`config.mk`:
```
export PLATFORM = sky130hd
export DESIGN_NAME = irq_ack_seq
export DESIGN_NICKNAME = d
export VERILOG_FILES = /design/src/rtl/irq_ack_pkg.sv /design/src/rtl/irq_accept_gate.sv /design/src/rtl/ack_cycle_fsm.sv /design/src/rtl/refresh_counter.sv /design/src/rtl/vector_capture.sv /design/src/rtl/irq_ack_seq.sv
export SDC_FILE = /design/constraint.sdc
export NUM_CORES = 1
export LEC_CHECK = 0
export CAP_MARGIN = 20
export CELL_PAD_IN_SITES_DETAIL_PLACEMENT = 2
export CELL_PAD_IN_SITES_GLOBAL_PLACEMENT = 2
export CORE_MARGIN = 2
export CORE_UTILIZATION = 16
export DETAILED_ROUTE_END_ITERATION = 10
export HOLD_SLACK_MARGIN = 0.08
export MAX_ROUTING_LAYER = met4
export PLACE_DENSITY = 0.77
export REMOVE_ABC_BUFFERS = 1
export SYNTH_ARGS = -nofsm -noshare
export SYNTH_HDL_FRONTEND = slang
export SYNTH_SLANG_ARGS = --single-unit
```
`constraint.sdc`:
```
create_clock -name clk -period 1.6 [get_ports clk]
set_input_delay 0.32 -clock clk [delete_from_list [all_inputs] [get_ports clk]]
set_output_delay 0.32 -clock clk [all_outputs]
set_load 0.01 [all_outputs]
```
`src/rtl/irq_ack_pkg.sv`:
```
package irq_ack_pkg;

   typedef enum logic [2:0] {
      ST_IDLE = 3'd0,
      ST_T1   = 3'd1,
      ST_T2   = 3'd2,
      ST_TWA  = 3'd3,
      ST_TWX  = 3'd4,
      ST_T3   = 3'd5,
      ST_T4   = 3'd6
   } ack_state_t;

   typedef struct packed {
      logic m1;
      logic mreq;
      logic iorq;
      logic rd;
      logic rfsh;
   } bus_strobe_t;

endpackage

```
`src/rtl/irq_accept_gate.sv`:
```
module irq_accept_gate (
   input  logic clk,
   input  logic rst_n,
   input  logic idle,
   input  logic end_instr,
   input  logic int_req,
   input  logic busreq,
   input  logic ie_set,
   input  logic ie_clr,
   output logic take,
   output logic ie_flag
);

   assign take = idle & end_instr & int_req & ie_flag & ~busreq;

   always_ff @(posedge clk) begin
      if (!rst_n)
         ie_flag <= 1'b0;
      else if (take || ie_clr)
         ie_flag <= 1'b0;
      else if (ie_set)
         ie_flag <= 1'b1;
   end


   ie_drop_chk: assert property (@(posedge clk) disable iff (!rst_n)
      take |=> !ie_flag);


   busreq_block_chk: assert property (@(posedge clk) disable iff (!rst_n)
      busreq |-> !take);

endmodule

```
`src/rtl/ack_cycle_fsm.sv`:
```
module ack_cycle_fsm
   import irq_ack_pkg::*;
#(
   parameter int AUTO_WAITS = 2
) (
   input  logic       clk,
   input  logic       rst_n,
   input  logic       take,
   input  logic       wait_n,
   output ack_state_t state,
   output logic       latch_vec,
   output logic       rfsh_step
);

   localparam int CW = (AUTO_WAITS > 1) ? $clog2(AUTO_WAITS) : 1;
   localparam logic [CW-1:0] WLAST = CW'(AUTO_WAITS - 1);

   logic [CW-1:0] wcnt;
   logic          wlast;

   assign wlast     = (wcnt == WLAST);
   assign latch_vec = wait_n & (((state == ST_TWA) & wlast) | (state == ST_TWX));
   assign rfsh_step = (state == ST_T4);

   always_ff @(posedge clk) begin
      if (!rst_n) begin
         state <= ST_IDLE;
         wcnt  <= '0;
      end else begin
         case (state)
            ST_IDLE: if (take) state <= ST_T1;
            ST_T1:   state <= ST_T2;
            ST_T2: begin
               state <= ST_TWA;
               wcnt  <= '0;
            end
            ST_TWA: begin
               if (!wlast)
                  wcnt <= wcnt + 1'b1;
               else if (wait_n)
                  state <= ST_T3;
               else
                  state <= ST_TWX;
            end
            ST_TWX:  if (wait_n) state <= ST_T3;
            ST_T3:   state <= ST_T4;
            ST_T4:   state <= ST_IDLE;
            default: state <= ST_IDLE;
         endcase
      end
   end


   auto_wait_entry_chk: assert property (@(posedge clk) disable iff (!rst_n)
      (state == ST_T2) |=> (state == ST_TWA));


   hold_on_wait_chk: assert property (@(posedge clk) disable iff (!rst_n)
      (state == ST_TWX && !wait_n) |=> (state == ST_TWX));


   refresh_pair_chk: assert property (@(posedge clk) disable iff (!rst_n)
      (state == ST_T3) |=> (state == ST_T4));

endmodule

```
`src/rtl/refresh_counter.sv`:
```
module refresh_counter #(
   parameter int RFSH_W     = 8,
   parameter int RFSH_INC_W = 7
) (
   input  logic              clk,
   input  logic              rst_n,
   input  logic              load,
   input  logic [RFSH_W-1:0] load_val,
   input  logic              step,
   output logic [RFSH_W-1:0] cnt
);

   logic [RFSH_W-1:0] nxt;

   generate
      if (RFSH_INC_W == RFSH_W) begin : g_full
         assign nxt = cnt + 1'b1;
      end else begin : g_part
         logic [RFSH_INC_W-1:0] low_inc;
         assign low_inc = cnt[RFSH_INC_W-1:0] + 1'b1;
         assign nxt     = {cnt[RFSH_W-1:RFSH_INC_W], low_inc};


         top_bit_chk: assert property (@(posedge clk) disable iff (!rst_n)
            !load |=> $stable(cnt[RFSH_W-1]));
      end
   endgenerate

   always_ff @(posedge clk) begin
      if (!rst_n)
         cnt <= '0;
      else if (load)
         cnt <= load_val;
      else if (step)
         cnt <= nxt;
   end

endmodule

```
`src/rtl/vector_capture.sv`:
```
module vector_capture #(
   parameter int DATA_W = 8
) (
   input  logic              clk,
   input  logic              rst_n,
   input  logic              latch,
   input  logic [DATA_W-1:0] din,
   output logic [DATA_W-1:0] vec,
   output logic              valid
);

   always_ff @(posedge clk) begin
      if (!rst_n) begin
         vec   <= '0;
         valid <= 1'b0;
      end else begin
         valid <= latch;
         if (latch)
            vec <= din;
      end
   end


   valid_pulse_chk: assert property (@(posedge clk) disable iff (!rst_n)
      valid |=> !valid);

endmodule

```
`src/rtl/irq_ack_seq.sv`:
```
module irq_ack_seq
   import irq_ack_pkg::*;
#(
   parameter int ADDR_W     = 16,
   parameter int DATA_W     = 8,
   parameter int RFSH_W     = 8,
   parameter int RFSH_INC_W = 7,
   parameter int AUTO_WAITS = 2
) (
   input  logic                     clk,
   input  logic                     rst_n,
   input  logic                     end_instr,
   input  logic                     int_req,
   input  logic                     busreq,
   input  logic                     ie_set,
   input  logic                     ie_clr,
   input  logic [ADDR_W-1:0]        pc,
   input  logic                     wait_n,
   input  logic [DATA_W-1:0]        data_in,
   input  logic                     rfsh_load,
   input  logic [RFSH_W-1:0]        rfsh_load_val,
   input  logic [ADDR_W-RFSH_W-1:0] rfsh_page,
   output logic [ADDR_W-1:0]        addr,
   output logic                     bus_m1,
   output logic                     bus_mreq,
   output logic                     bus_iorq,
   output logic                     bus_rd,
   output logic                     bus_rfsh,
   output logic [DATA_W-1:0]        vec_out,
   output logic                     vec_valid,
   output logic                     ie_flag,
   output logic [RFSH_W-1:0]        rfsh_val
);

   generate
      if (AUTO_WAITS < 1) begin : g_bad_waits
         $error("AUTO_WAITS must be at least 1");
      end
      if (RFSH_INC_W < 1 || RFSH_INC_W > RFSH_W) begin : g_bad_inc
         $error("RFSH_INC_W must lie in 1..RFSH_W");
      end
      if (RFSH_W >= ADDR_W) begin : g_bad_rfsh
         $error("RFSH_W must be narrower than ADDR_W");
      end
   endgenerate

   ack_state_t  state;
   logic        take;
   logic        latch_vec;
   logic        rfsh_step;
   bus_strobe_t strb;

   irq_accept_gate u_gate (
      .clk       (clk),
      .rst_n     (rst_n),
      .idle      (state == ST_IDLE),
      .end_instr (end_instr),
      .int_req   (int_req),
      .busreq    (busreq),
      .ie_set    (ie_set),
      .ie_clr    (ie_clr),
      .take      (take),
      .ie_flag   (ie_flag)
   );

   ack_cycle_fsm #(.AUTO_WAITS(AUTO_WAITS)) u_fsm (
      .clk       (clk),
      .rst_n     (rst_n),
      .take      (take),
      .wait_n    (wait_n),
      .state     (state),
      .latch_vec (latch_vec),
      .rfsh_step (rfsh_step)
   );

   refresh_counter #(.RFSH_W(RFSH_W), .RFSH_INC_W(RFSH_INC_W)) u_rfsh (
      .clk      (clk),
      .rst_n    (rst_n),
      .load     (rfsh_load),
      .load_val (rfsh_load_val),
      .step     (rfsh_step),
      .cnt      (rfsh_val)
   );

   vector_capture #(.DATA_W(DATA_W)) u_vec (
      .clk   (clk),
      .rst_n (rst_n),
      .latch (latch_vec),
      .din   (data_in),
      .vec   (vec_out),
      .valid (vec_valid)
   );

   always_comb begin
      strb = '0;
      addr = pc;
      case (state)
         ST_T1, ST_T2:   strb.m1 = 1'b1;
         ST_TWA, ST_TWX: begin
            strb.m1   = 1'b1;
            strb.iorq = 1'b1;
         end
         ST_T3, ST_T4: begin
            strb.mreq = 1'b1;
            strb.rfsh = 1'b1;
            addr      = {rfsh_page, rfsh_val};
         end
         default: strb = '0;
      endcase
   end

   assign bus_m1   = strb.m1;
   assign bus_mreq = strb.mreq;
   assign bus_iorq = strb.iorq;
   assign bus_rd   = strb.rd;
   assign bus_rfsh = strb.rfsh;


   strobe_mutex_chk: assert property (@(posedge clk) disable iff (!rst_n)
      !(bus_mreq && bus_iorq));


   accept_cause_chk: assert property (@(posedge clk) disable iff (!rst_n)
      $rose(bus_m1) |-> ($past(end_instr) && $past(int_req) && !$past(busreq)));


   iorq_after_m1_chk: assert property (@(posedge clk) disable iff (!rst_n)
      $rose(bus_iorq) |-> $past(bus_m1));


   wait_to_rfsh_chk: assert property (@(posedge clk) disable iff (!rst_n)
      $fell(bus_iorq) |-> (bus_rfsh && vec_valid));

endmodule

```
==> out/results.txt, run 1 <==
Seq/Total Area, Yosys: 0.3534
Die ar.: 8511 sq um
clock latency at the later pin of the worst-skew pair: 0.27 ns
Distinct cells, synth: 30
count of buffers from port buffering: 86
Area growth syn-to-layout: 110.6%
Final HPWL DP: 3835 um
post-route minimum period: 1.900 ns
gr ovfl total: 0
Post-layout nets: 292
share of layout cells above drive strength 1: 0.3278
most common cell in the netlist: dfxtp_1
max-cap violations: 0
top cells by area, synth: dfxtp_1 (35%), mux2_2 (14%), mux2i_1 (8.0%)
cts bufs inserted: 3
grt met1 use: 0.1379
initial antenna violation count: 0
FP Rows: 32
Most used DFF post-synth: dfxtp_1
Final setup viols: 21
share of synthesized flip-flops with an asynchronous set or reset: 0
met2 Use GR: 0.2414
root buf cell: clkbuf_8
n_diodes: 0
Die X: 92.26 um
fmax: 0.5264 GHz
fin crit share: 1.187
Slew Viols, Final: 0
Via-to-Cell Ratio: 4.286
Synth warnings: 0
final hold viol count: 0
first-pass GRT wire length: 8638 um
area leader, netlist: dfxtp_1
mapped cell area: 1246 sq um
Data arrival, critical path: 1.58 ns
Cells after Synth: 140
CTS tree: done
global routing's busiest layer: met2
Yosys top cell area share: 0.3534
Post-route DRC: 0
final setup margin: -0.2995 ns
outcome: finished with violations
Syn Area/Cell: 8.901 sq um
vias in the first global route: 1656
critical path required time: 1.28 ns
worst vdd ir: 0.0003933 V
Core Region: 7647 sq um
Clock transition at path regs: 0.09 ns
largest net degree at the start of global routing: 31
Multi-input gate area: 815.8 sq um
Max clock buf depth: 2
I/O Pins: 88
DRT Pass-1 Iters: 4
Iteration-0 DRC Markers: 31
WHS: 0.4694 ns
number of synthesized flops with an enable pin: 0
GP Congestion: 0.7062
RSZ-0062 raised after global routing: true
Worst Setup Start Kind: flop
dpl ws: -0.3084 ns
# clock sinks: 22
Die Span Y: 92.26 um
final non-filler cell total: 343
Lkg Pwr: 1.066 nW
Hold Crit Class: flop to flop
most instantiated cells after synthesis: dfxtp_1 (22), nand2_1 (20), mux2_2 (16)
failing checks: negative setup slack
Clock Skew: 0.005244 ns
Crit. End Element: primary output
Initial Util: 0.1630
Reg area: 451.7 sq um
cell total after placement: 332
FILL cells: 810
critical path fanouts, max: 7
DR WL/cell: 15.96 um
met3 Resource Use GR: 0.03451
GRT Total Usage: 0.1298
Power Dens Cells: 602.4 nW/um^2
Routed WL: 5473 um
via count: 1470
post-route ant nets: 0
H-Tree Depth: 1
FF+latch count, synth: 22
crit path kind: flop to primary output
logic make-up after synthesis:
kind of cell / Yosys count / synth area share
simple gates: 44 / 0.1938
compound gates: 26 / 0.1265
mux: 26 / 0.2249
flops: 22 / 0.3534
buf+inv: 16 / 0.06024
xor+xnor: 4 / 0.02812
fa+ha+maj: 1 / 0.01004
other cells: 1 / 0.003009
final timing paths:
| kind | slack, ns | from | end | depth (start not counted) |
|---|---|---|---|---|
| worst min register to register | 0.47 | u_vec.vec[1]$_SDFFE_PN0P_ | u_vec.vec[1]$_SDFFE_PN0P_ | 2 |
| worst max-delay path | -0.30 | u_fsm.state[0]$_SDFFE_PN0P_ | addr[14] | 6 |
| worst max register to register | 0 | u_fsm.state[0]$_SDFFE_PN0P_ | u_vec.vec[4]$_SDFFE_PN0P_ | 6 |
| worst min-delay path | 0.47 | u_vec.vec[1]$_SDFFE_PN0P_ | u_vec.vec[1]$_SDFFE_PN0P_ | 2 |
worst max-delay path: stages, from the launching register on:
cell and delay (ns):
dfxtp_4 0.36, xor2_2 0.14, nand2_2 0.10, buf_12 0.15
buf_12 0.13, mux2_4 0.30, buf_6 0.13
where the power goes:
| part | internal [W] | total, W | switching [W] |
|---|---|---|---|
| clock network | 0.000335 | 0.000552 | 0.000217 |
| registers | 0.000572 | 0.000596 | 0.0000236 |
| logic | 0.000275 | 0.000434 | 0.000159 |
| total | 0.00118 | 0.00158 | 0.000399 |
layer usage:
| layer | wire [um] | vias to the layer above |
|---|---|---|
| met2 | 2782 | 71 |
| met4 | 23 | 0 |
| met5 | 0 | - |
| met3 | 417 | 2 |
| li1 | - | 692 |
| met1 | 2249 | 705 |
layout by cell type, fill, tap and decap left out, types with 2 or more instances in the layout:
cell type	count
nand4_1	2
buf_4	11
clkdlybuf4s50_1	65
xor2_1	2
clkbuf_8	3
nand4b_1	5
nor2_1	2
nand2_2	2
mux2_4	13
mux2i_1	9
mux2_2	3
a31oi_1	4
or3_1	4
o21ai_0	13
dfxtp_2	6
buf_6	24
nand2_1	18
a21oi_1	5
nand3b_1	2
inv_1	4
dfxtp_1	15
buf_12	5
a21boi_0	2
layout make-up:
class | count | area share
inverter | 5 | 0.01001
tap | 102 | 0.04862
clock inverter | 1 | 0.01144
clock buffer | 3 | 0.01573
timing repair buffer | 108 | 0.4314
sequential | 22 | 0.1721
multi-input combinational | 102 | 0.3108
stage by stage:
step	total power, W	setup TNS [ns]	util	instance area (sq um)
2_1_floorplan	0.0007180	-1.792	-	1190
3_5_place_dp	0.001008	-5.145	0.3045	2328
4_1_cts	0.001597	-4.999	0.3320	2539
6_report	0.001581	-4.562	0.3433	2625
3_3_place_gp	0.0009943	-4.903	0.3045	2328
5_1_grt	0.001674	-6.461	0.3433	2625
sequential cells by signal, summed over array words and instances, names as in the netlist:
signal,count
u_vec.valid,1
u_rfsh.cnt,8
u_vec.vec,8
u_fsm.wcnt,1
u_gate.ie_flag,1
u_fsm.state,3
repair_timing:
action | CTS | global route
endpoints found under the hold margin | 0 | 0
resized for setup | 116 | 26
gates cloned | 1 | 0
hold buffers | 0 | 0
setup buffers | 5 | 3
endpoints found under the setup margin | 23 | 29
pin swaps | 3 | 3
Power figures use the tool's default switching activity.
==> inputs of run 2 (changes only) <==
--- a/config.mk
+++ b/config.mk
@@ -9,12 +9,13 @@
 export CELL_PAD_IN_SITES_DETAIL_PLACEMENT = 2
 export CELL_PAD_IN_SITES_GLOBAL_PLACEMENT = 2
 export CORE_MARGIN = 2
-export CORE_UTILIZATION = 16
+export CORE_UTILIZATION = 17
 export DETAILED_ROUTE_END_ITERATION = 10
 export HOLD_SLACK_MARGIN = 0.08
 export MAX_ROUTING_LAYER = met4
-export PLACE_DENSITY = 0.77
+export PLACE_DENSITY = 0.78
 export REMOVE_ABC_BUFFERS = 1
 export SYNTH_ARGS = -nofsm -noshare
 export SYNTH_HDL_FRONTEND = slang
+export SYNTH_HIERARCHICAL = 1
 export SYNTH_SLANG_ARGS = --single-unit
==> out/results.txt, run 2 <==
DRT Pass-1 Iters: 2 (-2)
max-cap violations: 0 (unchanged)
Multi-input gate area: 804.5 sq um (-1.4%)
Area growth syn-to-layout: 94.86%
critical path required time: 1.28 ns (about the same)
FF+latch count, synth: 22 (unchanged)
Hold Crit Class: flop to flop
DR WL/cell: 13.91 um (-13%)
Final HPWL DP: 3590 um (-6.4%)
Switch Pwr: 0.0003605 W (-9.7%)
Cells after Synth: 132 (-5.7%)
met3 Resource Use GR: 0.02822 (-0.006295)
Seq/Total Area, Yosys: 0.3414 (-0.01200)
Hold Buf Count CTS: 0 (unchanged)
RSZ-0062 raised after global routing: true
CTS tree: done
Initial Util: 0.1769 (+0.01395)
number of synthesized flops with an enable pin: 0 (unchanged)
Comb pwr share: 0.286 (+0.012)
Worst Setup Start Kind: flop
most common cell in the netlist: dfxtp_1
share of synthesized flip-flops with an asynchronous set or reset: 0 (unchanged)
Post-Place Cell Area: 2375 sq um (+2.0%)
WHS: 0.5098 ns (+0.04047 ns)
Max clock buf depth: 2 (unchanged)
n_diodes: 0 (unchanged)
grt met1 use: 0.1287 (-0.009258)
count of buffers from port buffering: 86 (unchanged)
switch share: 0.2563 (+0.003806)
Core Region: 7292 sq um (-4.6%)
FF-to-FF setup slack: -0.02 ns (-0.02 ns)
Die ar.: 8301 sq um (-2.5%)
Most used DFF post-synth: dfxtp_1
Reg power frac: 0.419 (+0.042)
Final setup viols: 19 (-9.5%)
top cells by area, synth: dfxtp_1 (34%), mux2_4 (10%), mux2i_1 (8.5%)
Post-layout nets: 289 (-1.0%)
Pint: 0.001046 W (-11%)
Power Dens Cells: 559.6 nW/um^2 (-7.1%)
most common cell after layout, fill and taps aside: clkdlybuf4s50_1
failing checks: negative setup slack
met2 Use GR: 0.2185 (-0.02290)
largest net degree at the start of global routing: 13 (-58%)
Routed WL: 4686 um (-14%)
H-Tree Depth: 1 (unchanged)
I/O Pins: 88 (unchanged)
mapped cell area: 1290 sq um (+3.5%)
first-pass GRT wire length: 7576 um (-12%)
Via-to-Cell Ratio: 4.071 (-5.0%)
FP Rows: 31 (-3.1%)
leading cell types in the layout, fill and taps excluded: clkdlybuf4s50_1 (61), buf_6 (18), dfxtp_1 (18)
clock latency at the later pin of the worst-skew pair: 0.26 ns (about the same)
Syn Area/Cell: 9.773 sq um (+9.8%)
Die X: 91.11 um (-1.2%)
Reg area: 445.4 sq um (-1.4%)
FILL cells: 833 (+2.8%)
Post-route DRC: 0 (unchanged)
crit path kind: flop to primary output
setup_tns: -4.445 ns (+0.1172 ns)
GRT Total Usage: 0.1159 (-0.01392)
fin crit share: 1.216 (+0.02836)
final hold viol count: 0 (unchanged)
Die Span Y: 91.11 um (-1.2%)
post-route minimum period: 1.945 ns (+0.04537 ns)
root buf cell: clkbuf_8
most instantiated cells after synthesis: dfxtp_1 (22), nor2b_1 (12), mux2i_1 (11)
initial antenna violation count: 0 (unchanged)
global routing's busiest layer: met2
dpl ws: -0.3158 ns (-0.007475 ns)
gr ovfl total: 0 (unchanged)
Clock Skew: 0.001018 ns (-0.004226 ns)
Distinct cells, synth: 35 (+17%)
area leader, netlist: dfxtp_1
outcome: finished with violations
Crit. End Element: primary output
Synth warnings: 6 (+6)
Data arrival, critical path: 1.62 ns (+0.04 ns)
GP Congestion: 0.7090 (+0.40%)
Finished Cell Area: 2514 sq um (-4.2%)
via count: 1372 (-6.7%)
vias in the first global route: 1517 (-8.4%)
Lkg Pwr: 1.074 nW (+0.82%)
fmax: 0.5142 GHz (-2.3%)
biggest regs: u_rfsh/cnt: 8 flops, u_vec/vec: 8 flops, u_fsm/state: 3 flops
share of layout cells above drive strength 1: 0.3151 (-0.01267)
Clock transition at path regs: 0.09 ns (about the same)
Yosys top cell area share: 0.3414 (-0.01200)
critical path fanouts, max: 7 (unchanged)
# clock sinks: 22 (unchanged)
worst vdd ir: 0.0002305 V (-41%)
Slew Viols, Final: 0 (unchanged)
final setup margin: -0.3449 ns (-0.04537 ns)
clock share of power: 0.295 (-0.054)
post-route ant nets: 0 (unchanged)
cts bufs inserted: 3 (unchanged)
final core occ: 0.3447 (+0.001456)
Iteration-0 DRC Markers: 9 (-71%)
==> run 2: final cells by class <==
class / instances / share of cell area
inverter: 4 / 0.005973
timing repair buffer: 108 / 0.4256
sequential: 22 / 0.1772
clock buffer: 4 / 0.02190
multi-input combinational: 100 / 0.3201
tap: 99 / 0.04928
==> run 2: per-stage QoR <==
stage / std cells / total power, W
2_1_floorplan: 126 / 0.0007316
3_3_place_gp: 328 / 0.0009939
3_5_place_dp: 328 / 0.001004
4_1_cts: 338 / 0.001438
5_1_grt: 337 / 0.001494
6_report: 337 / 0.001407
==> run 2: cells by family after synthesis <==
family | Yosys count | share of synthesized area
buf+inv | 10 | 0.05236
simple gates | 43 | 0.1950
mux | 27 | 0.2512
xor+xnor | 6 | 0.04074
compound gates | 22 | 0.1067
flops | 22 | 0.3414
fa+ha+maj | 1 | 0.009698
other cells | 1 | 0.002907
==> run 2: power by group through the flow <==
stage                     registers (W)  clock network (W)  logic (W)
after global placement         0.000599                  0   0.000395
after global routing           0.000594           0.000463   0.000437
after CTS                      0.000590           0.000444   0.000404
after floorplan                0.000618                  0   0.000113
after detailed placement       0.000601                  0   0.000403
final                          0.000589           0.000416   0.000402
==> run 2: repair_timing <==
action / 4_1_cts / 5_1_grt
pin swaps: 2 / 0
setup buffers: 5 / 1
gates resized for setup: 107 / 7
gates cloned: 1 / 0
endpoints found under the setup margin: 26 / 30
==> run 2: worst max-delay path, stage by stage (launching register included) <==
cell     delay [ns]
dfxtp_2        0.34
xor2_1         0.18
nand2_2        0.13
buf_12         0.16
buf_4          0.13
mux2_4         0.29
buf_6          0.12
==> run 2: worst paths after layout <==
| kind | from | endpoint | depth (start not counted) |
|---|---|---|---|
| max | u_fsm/state[0]$_SDFFE_PN0P_ | addr[12] | 6 |
| min | u_gate/ie_flag$_SDFFE_PP0P_ | u_gate/ie_flag$_SDFFE_PP0P_ | 1 |
| max reg2reg | u_fsm/state[0]$_SDFFE_PN0P_ | u_fsm/state[0]$_SDFFE_PN0P_ | 7 |
| min reg2reg | u_gate/ie_flag$_SDFFE_PP0P_ | u_gate/ie_flag$_SDFFE_PP0P_ | 1 |
==> run 2: layer usage <==
metal / wire length, um / part of all wire / vias to the layer above
met5: 0 / 0 / -
met4: 0 / 0 / 0
met3: 272 / 0.058 / 0
met1: 1935 / 0.41 / 646
li1: - / - / 668
met2: 2478 / 0.53 / 58
==> inputs of run 3 (changes only) <==
--- a/config.mk
+++ b/config.mk
@@ -8,6 +8,7 @@
 export CAP_MARGIN = 20
 export CELL_PAD_IN_SITES_DETAIL_PLACEMENT = 2
 export CELL_PAD_IN_SITES_GLOBAL_PLACEMENT = 2
+export CORE_ASPECT_RATIO = 1.75
 export CORE_MARGIN = 2
 export CORE_UTILIZATION = 17
 export DETAILED_ROUTE_END_ITERATION = 10
==> out/results.txt, run 3 (synthesis gave the netlist of run 2 again) <==
leading cell types in the layout, fill and taps excluded: clkdlybuf4s50_1 (64), buf_6 (17), mux2_4 (16), dfxtp_1 (16), nor2b_1 (12)
Clock Skew: 0.001993 ns (+0.0009755 ns)
Clock transition at path regs: 0.06 ns (-0.03 ns)
count of buffers from port buffering: 86 (unchanged)
Data arrival, critical path: 1.53 ns (-0.09 ns)
via count: 1370 (-0.15%)
FF-to-FF setup slack: -0.02 ns (about the same)
worst vdd ir: 0.0002845 V (+23%)
outcome: finished with violations
H-Tree Depth: 1 (unchanged)
critical path fanouts, max: 8 (+1)
fin crit share: 1.155 (-0.06094)
Crit. End Element: primary output
failing checks: negative setup slack
Hold Buf Count CTS: 0 (unchanged)
Worst R2R Path Depth: 7 (unchanged)
cts bufs inserted: 3 (unchanged)
Area growth syn-to-layout: 95.25%
Core Region: 7462 sq um (+2.3%)
Power Dens Cells: 607.0 nW/um^2 (+8.5%)
post-route ant nets: 0 (unchanged)
Post-route DRC: 0 (unchanged)
GRT Total Usage: 0.1146 (-0.001345)
Hold Crit Start: u_gate/ie_flag$_SDFFE_PP0P_
Initial Util: 0.1729 (-0.004034)
vias in the first global route: 1499 (-1.2%)
Tot Pwr: 0.001529 W (+8.7%)
Worst setup startpoint: u_fsm/state[1]$_SDFFE_PN0P_
Die ar.: 8329 sq um (+0.33%)
final setup margin: -0.2474 ns (+0.09751 ns)
Reg-to-Reg End: u_fsm/state[0]$_SDFFE_PN0P_
Worst Setup Start Kind: flop
Via-to-Cell Ratio: 4.295 (+5.5%)
biggest regs: u_rfsh/cnt: 8 flops, u_vec/vec: 8 flops, u_fsm/state: 3 flops
Max clock buf depth: 2 (unchanged)
share of layout cells above drive strength 1: 0.2987 (-0.01642)
RSZ-0062 raised after global routing: true
DRT Pass-1 Iters: 4 (+2)
final non-filler cell total: 319 (-5.3%)
first-pass GRT wire length: 7465 um (-1.5%)
FF-to-FF Start: u_fsm/state[0]$_SDFFE_PN0P_
Final setup viols: 19 (unchanged)
root buf cell: clkbuf_16
GP Congestion: 0.7340 (+3.5%)
fmax: 0.5413 GHz (+5.3%)
hold endpoint: u_gate/ie_flag$_SDFFE_PP0P_
final hold viol count: 0 (unchanged)
Min-Delay Path Depth: 1 (unchanged)
I/O Pins: 88 (unchanged)
Routed WL: 4568 um (-2.5%)
DR WL/cell: 14.32 um (+3.0%)
dpl ws: -0.2906 ns (+0.02519 ns)
Die Span Y: 119.2 um (+31%)
gr ovfl total: 0 (unchanged)
FP Rows: 42 (+35%)
n_diodes: 0 (unchanged)
post-route minimum period: 1.847 ns (-0.09751 ns)
Hold Crit Class: flop to flop
clock latency at the later pin of the worst-skew pair: 0.25 ns (about the same)
# clock sinks: 22 (unchanged)
most common cell after layout, fill and taps aside: clkdlybuf4s50_1
Lkg Pwr: 1.067 nW (-0.68%)
largest net degree at the start of global routing: 13 (unchanged)
Post-layout nets: 283 (-2.1%)
Die X: 69.85 um (-23%)
setup_tns: -3.648 ns (+0.7975 ns)
initial antenna violation count: 0 (unchanged)
cell total after placement: 314 (-4.3%)
crit path kind: flop to primary output
critical path required time: 1.28 ns (about the same)
Iteration-0 DRC Markers: 18 (+9)
Slew Viols, Final: 0 (unchanged)
CTS tree: done
Final HPWL DP: 3582 um (-0.22%)
max-cap violations: 0 (unchanged)
==> run 3: changes by cell type in the layout (fill, tap and decap cells not counted), sizes merged <==
| cell | change |
|---|---|
| dlymetal6s2s | -2 |
| dlygate4sd2 | -1 |
| clkbuf | +1 |
| clkdlybuf4s50 | +3 |
| buf | -8 |
==> run 3: repair_timing <==
item                                    CTS  global route
setup buffers                             0             1
gates resized for setup                 108            13
gates cloned                              2             0
pin swaps                                 2             3
endpoints found under the setup margin   25            25
==> run 3: worst max path at each step <==
stage,end
3_3_place_gp,addr[14]
4_1_cts,addr[2]
2_1_floorplan,addr[0]
6_report,addr[2]
5_1_grt,addr[2]
3_5_place_dp,addr[9]
==> run 3: cell type report <==
class | count | area [sq um]
clock buffers | 3 | 75.07
well taps | 88 | 110.1
inverters | 4 | 15.01
flip-flops and latches | 22 | 447.9
repair buffers | 102 | 1042
fillers | 823 | 4943
multi-input cells | 100 | 828.3
==> run 3: through the flow <==
step	hold WS (ns)	area, sq um	util
6_report	0.5000	2519	0.3375
5_1_grt	0.5335	2519	0.3375
4_1_cts	0.5048	2492	0.3340
3_5_place_dp	0.4926	2338	0.3134
3_3_place_gp	0.4865	2338	0.3134
2_1_floorplan	0.3957	1237	-
==> run 3: per-layer routing <==
metal,part of all wire,GRT usage,wire length [um],up-vias
met5,0,-,0,-
met2,0.56,0.2196,2557,56
met1,0.38,0.1167,1713,651
met3,0.059,0.01861,268,2
li1,-,-,-,661
met4,0.0063,0.03365,29,0
==> run 3: critical path: stages, from the launching register on <==
cell	delay [ns]
dfxtp_2	0.33
xor2_1	0.17
nand2_2	0.15
clkbuf_16	0.20
mux2_4	0.31
buf_6	0.12
==> run 3: power breakdown <==
group / internal (W) / switching, W / total, W
clock: 0.000330 / 0.000200 / 0.000530
sequential: 0.000572 / 0.0000198 / 0.000591
combinational: 0.000261 / 0.000147 / 0.000408
